<file path="src/rtl/bgen_pkg.sv">
package bgen_pkg;
  // Rate selection of the overflow divider
  typedef enum logic {
    RATE_NORMAL = 1'b0,   // one tick per full group of overflows
    RATE_DOUBLE = 1'b1    // one tick per half group
  } rate_mode_e;
endpackage

</file>
<file path="src/rtl/mc_prescaler.sv">
module mc_prescaler #(
  parameter int PRESCALE = 12
) (
  input  logic clk,
  input  logic rst,
  input  logic run_en,
  output logic mc_tick
);
  localparam int PW = (PRESCALE > 1) ? $clog2(PRESCALE) : 1;
  localparam logic [PW-1:0] LAST = PW'(PRESCALE - 1);

  logic [PW-1:0] ph_q;

  always_ff @(posedge clk) begin
    if (rst) begin
      ph_q <= '0;
    end else if (run_en) begin
      ph_q <= (ph_q == LAST) ? '0 : ph_q + 1'b1;
    end
  end

  assign mc_tick = run_en && (ph_q == LAST);


  mc_gap_chk: assert property (@(posedge clk) disable iff (rst)
    mc_tick |=> !mc_tick);
endmodule

</file>
<file path="src/rtl/reload_timer.sv">
module reload_timer #(
  parameter int CNT_W = 8
) (
  input  logic             clk,
  input  logic             rst,
  input  logic             mc_tick,
  input  logic [CNT_W-1:0] reload_val,
  output logic [CNT_W-1:0] cnt_q,
  output logic             ovf_q
);
  localparam logic [CNT_W-1:0] TOP = '1;

  always_ff @(posedge clk) begin
    if (rst) begin
      cnt_q <= '0;
      ovf_q <= 1'b0;
    end else begin
      ovf_q <= 1'b0;
      if (mc_tick) begin
        if (cnt_q == TOP) begin
          cnt_q <= reload_val;
          ovf_q <= 1'b1;
        end else begin
          cnt_q <= cnt_q + 1'b1;
        end
      end
    end
  end


  reload_load_chk: assert property (@(posedge clk) disable iff (rst)
    ovf_q |-> (cnt_q == $past(reload_val)));


  ovf_width_chk: assert property (@(posedge clk) disable iff (rst)
    ovf_q |=> !ovf_q);
endmodule

</file>
<file path="src/rtl/ovf_divider.sv">
module ovf_divider
  import bgen_pkg::*;
#(
  parameter int DIV_LOG2 = 5
) (
  input  logic clk,
  input  logic rst,
  input  logic ovf,
  input  logic dbl_sel,
  output logic tick_q
);
  localparam int FAST_W = DIV_LOG2 - 1;

  logic [DIV_LOG2-1:0] dc_q;
  rate_mode_e          mode_q;
  rate_mode_e          mode_now;
  logic                restart;
  logic                group_end;

  assign mode_now = rate_mode_e'(dbl_sel);
  assign restart  = (mode_now != mode_q);

  generate
    if (FAST_W > 0) begin : g_split
      assign group_end = (mode_now == RATE_DOUBLE) ? (&dc_q[FAST_W-1:0]) : (&dc_q);
    end else begin : g_flat
      assign group_end = (mode_now == RATE_DOUBLE) ? 1'b1 : (&dc_q);
    end
  endgenerate

  always_ff @(posedge clk) begin
    if (rst) begin
      dc_q   <= '0;
      mode_q <= RATE_NORMAL;
      tick_q <= 1'b0;
    end else begin
      mode_q <= mode_now;
      tick_q <= 1'b0;
      if (restart) begin
        dc_q <= '0;
      end else if (ovf) begin
        dc_q   <= dc_q + 1'b1;
        tick_q <= group_end;
      end
    end
  end


  tick_after_ovf_chk: assert property (@(posedge clk) disable iff (rst)
    tick_q |-> $past(ovf));


  tick_width_chk: assert property (@(posedge clk) disable iff (rst)
    tick_q |=> !tick_q);
endmodule

</file>
<file path="src/rtl/reload_baud_gen.sv">
module reload_baud_gen #(
  parameter int CNT_W    = 8,
  parameter int PRESCALE = 12,
  parameter int DIV_LOG2 = 5
) (
  input  logic             clk,
  input  logic             rst,
  input  logic             run_en,
  input  logic [CNT_W-1:0] reload_val,
  input  logic             dbl_sel,
  output logic             ovf_pulse,
  output logic             baud_tick
);
  logic             mc_tick;
  logic [CNT_W-1:0] tmr_cnt;

  mc_prescaler #(.PRESCALE(PRESCALE)) u_pre (
    .clk     (clk),
    .rst     (rst),
    .run_en  (run_en),
    .mc_tick (mc_tick)
  );

  reload_timer #(.CNT_W(CNT_W)) u_tmr (
    .clk        (clk),
    .rst        (rst),
    .mc_tick    (mc_tick),
    .reload_val (reload_val),
    .cnt_q      (tmr_cnt),
    .ovf_q      (ovf_pulse)
  );

  ovf_divider #(.DIV_LOG2(DIV_LOG2)) u_div (
    .clk     (clk),
    .rst     (rst),
    .ovf     (ovf_pulse),
    .dbl_sel (dbl_sel),
    .tick_q  (baud_tick)
  );


  hold_when_stopped_chk: assert property (@(posedge clk) disable iff (rst)
    !run_en |=> $stable(tmr_cnt));


  no_ovf_when_stopped_chk: assert property (@(posedge clk) disable iff (rst)
    (!run_en && !ovf_pulse) |=> !ovf_pulse);
endmodule

</file>
<file path="config.mk">
export PLATFORM = sky130hd
export DESIGN_NAME = reload_baud_gen
export DESIGN_NICKNAME = d
export VERILOG_FILES = /design/src/rtl/bgen_pkg.sv /design/src/rtl/mc_prescaler.sv /design/src/rtl/reload_timer.sv /design/src/rtl/ovf_divider.sv /design/src/rtl/reload_baud_gen.sv
export SDC_FILE = /design/constraint.sdc
export NUM_CORES = 1
export LEC_CHECK = 0
export ABC_AREA = 1
export BUFFER_PORTS_ARGS = -buffer_cell sky130_fd_sc_hd__buf_2
export CORE_MARGIN = 2
export CORE_UTILIZATION = 55
export DETAILED_ROUTE_END_ITERATION = 7
export PLACE_DENSITY = 0.88
export SYNTH_ARGS = -nofsm -noshare
export SYNTH_HDL_FRONTEND = slang
export SYNTH_SLANG_ARGS = --single-unit
</file>
<file path="constraint.sdc">
create_clock -name clk -period 2 [get_ports clk]
set_clock_uncertainty 0.2 [all_clocks]
set_input_delay 0.2 -clock clk [delete_from_list [all_inputs] [get_ports clk]]
set_output_delay 0.2 -clock clk [all_outputs]
set_load 0.02 [all_outputs]
</file>
==> reports/qor.yml <==
layout:
  finalCoreUtilization_pct: 71.58
  fillCellCount: 146
  finalNetCount: 191
  area_growth_pct: 19.58
  diodes: 0
  multi_input_area_um2: 579.3
  ff_latch_area_um2: 400.4
  drive_gt1_share_pct: 16.09
clock_tree:
  clk_pin_slew_ns: 0.11
  cts_sinks: 20
  root_buffer: "clkbuf_4"
  clk_latency_ns: 0.30
  htree_levels: 1
  cts.repair.resized: 0
  tritoncts: "yes"
  postCtsHoldBufs: 6
  post_cts_buffers: 0
  cts_buffer_depth: 2
  cts_inserted_buffers: 3
synth:
  synthArstFlopShare_pct: 0
  syn-mean-instance-area_um2: 7.068
  yosys.area.top_type_share_pct: 37.51
  ys_seq_area_share_pct: 37.51
  yosys-top-cells-area: "dfxtp_1 (38%), nand2_1 (15%), nand3_1 (9.4%)"
  synth_top_area_cell: "dfxtp_1"
  yosys_warnings: 0
  ys_seq_elements: 20
  synth_cell_types: 25
  synthTopCellsByCount: "nand2_1 (42), inv_1 (21), dfxtp_1 (20), nand3_1 (20), nor2_1 (14)"
  synth_edf_count: 0
  synth_ff_type: "dfxtp_1"
  syn-cell-area_um2: 1067
  synth_most_common_cell: "nand2_1"
  synth_cells: 151
  synth.net_count: 167
pwr:
  combPwrFrac_pct: 6.1
  p_sw_share_pct: 19.09
  p_seq_share_pct: 52.2
  power_frac_clock_pct: 41.7
  p_per_area_nw_per_um2: 608.5
  power.leakage_uw: 0.0005898
  internal_power_uw: 628.4
  irDropWorstVdd_v: 0.0004219
  switchingPower_uw: 148.3
global_route:
  grt_max_degree: 13
  grt_pass1_wl_um: 3505
  track_usage_pct: 21.61
  grt_overflow: 0
  antenna_found_initial: 0
  grt_pass1_vias: 886
timing:
  fmax_mhz: 659.5
  setup_violations: 0
  fin_ws_ns: 0.4836
  final_hold_viol_count: 0
  rsz0062_at_grt: "false"
  relSlewSlack_pct: 83.86
  tightest_slew_ns: 0.2415
  period_minus_slack_ns: 1.516
  fin_tns_setup_ns: 0
  period_share_pct: 75.82
  drv_slew: 0
floorplan:
  io_pins: 14
  fp-row-count: 15
  chipHeight_um: 48.05
  initial_utilization_pct: 59.86
  core_um2: 1783
  die_w_um: 48.05
  die_area_um2: 2309
setup_path:
  timing.critical_path.from: "u_tmr.cnt_q[0]"
  r2r-start: "u_tmr.cnt_q[0]"
  cp.required_ns: 2.00
  setup.worst_path.start_class: "flip-flop"
  reg2reg_setup_slack_ns: 0.48
  r2r_cells: 8
  critPathKind: "flip-flop to flip-flop"
  worstReg2RegEnd: "u_tmr.cnt_q[3]"
  crit_arrival_ns: 1.52
  critPathMaxFanout: 6
  worstSetupEndpointType: "flip-flop"
  endpoint: "u_tmr.cnt_q[3]"
route:
  drt_iter0_drc: 35
  drc_errors: 0
  wl_per_cell_um: 10.34
  vias_per_cell: 5.010
  dr.pass1.iters: 4
  postRouteAntennaNets: 0
  finalWirelength_um: 2058
  vias: 997
placed_design:
  routabilityCongestion: 0.9427
  io_buffer_count: 13
  place_hpwl_um: 1568
  place_ws_ns: 0.5185
flow_run:
  drv_cap: 0
worst_hold_path:
  hold_path.class: "input pin to flip-flop"
status:
  status: "finished, final reports clean"
layout by cell type, fill, tap and decap left out, drive strengths merged:
master        n
bufinv        1
nand3        20
a21oi         4
dfxtp        20
a211oi        1
xnor2         2
buf          13
a21boi        1
nand3b        1
xor2          2
inv          22
nand4         2
nor3b         2
nand2        45
nor3          2
clkinv        1
or2           1
nor2         17
o21ai         4
dlygate4sd3   6
ha            4
clkbuf        3
cells by family after synthesis:
family | after synthesis | share of synthesized area, %
buffers and inverters | 23 | 8.206
xor gates and xnor gates | 4 | 3.283
AOI/OAI and AO/OA | 10 | 5.158
DFF | 20 | 37.51
adders and majority gates | 4 | 4.690
and+or+nand+nor | 90 | 41.15
worst max-delay path: stages, from the launching register on:
cell and delay [ns]:
dfxtp_1 0.40, ha_1 0.23, nand2_2 0.11, nor2_4 0.15, nand2_4 0.09, clkinv_2 0.07
nand2_1 0.05, nand3_1 0.08, nand2_1 0.05
how the worst min path moves through the flow:
stage,slack [ns],start,end,cells past startpoint
2_1_floorplan,0.07,rst,u_div.mode_q,1
4_1_cts,0.03,reload_val[0],u_tmr.cnt_q[0],4
3_3_place_gp,0.23,dbl_sel,u_div.tick_q,2
6_report,0.03,reload_val[0],u_tmr.cnt_q[0],4
3_5_place_dp,0.24,dbl_sel,u_div.tick_q,2
5_1_grt,0.04,reload_val[0],u_tmr.cnt_q[0],4
through the flow:
step | cell area (µm²) | hold slack, ns | instances | total power, µW
detailed placement | 1164 | 0.2369 | 189 | 453.0
finish | 1276 | 0.02505 | 199 | 776.6
global route | 1276 | 0.04084 | 199 | 797.9
floorplan | 1067 | 0.07238 | 151 | 433.2
global placement | 1164 | 0.2300 | 189 | 450.5
CTS | 1276 | 0.02830 | 199 | 778.5
state kept, by name, indices dropped and copies added, names as in the netlist:
signal,count
u_div.dc_q,5
u_tmr.cnt_q,8
u_div.tick_q,1
u_div.mode_q,1
u_tmr.ovf_q,1
u_pre.ph_q,4
layout make-up:
type | instances | area share [%]
inverter | 23 | 6.863
clock buffer | 3 | 1.765
multi-input combinational | 108 | 45.39
timing repair buffer | 19 | 9.804
tap | 25 | 2.451
sequential | 20 | 31.37
clock inverter | 1 | 2.353
power by group through the flow:
stage,clock network [µW],logic [µW],registers (µW)
after floorplan,0,19.2,414
after global placement,0,36.2,414
after detailed placement,0,38.2,415
after CTS,326,47.1,406
after global routing,339,52.4,407
final,323,47.6,406
layer usage:
| layer | vias up | track usage, % | wire length, µm |
|---|---|---|---|
| met2 | 30 | 36.80 | 1003 |
| li1 | 531 | - | - |
| met3 | 6 | 3.019 | 94 |
| met5 | - | 0 | 0 |
| met4 | 0 | 7.568 | 21 |
| met1 | 430 | 27.73 | 939 |
No activity file was read; power rests on OpenSTA's default activity.
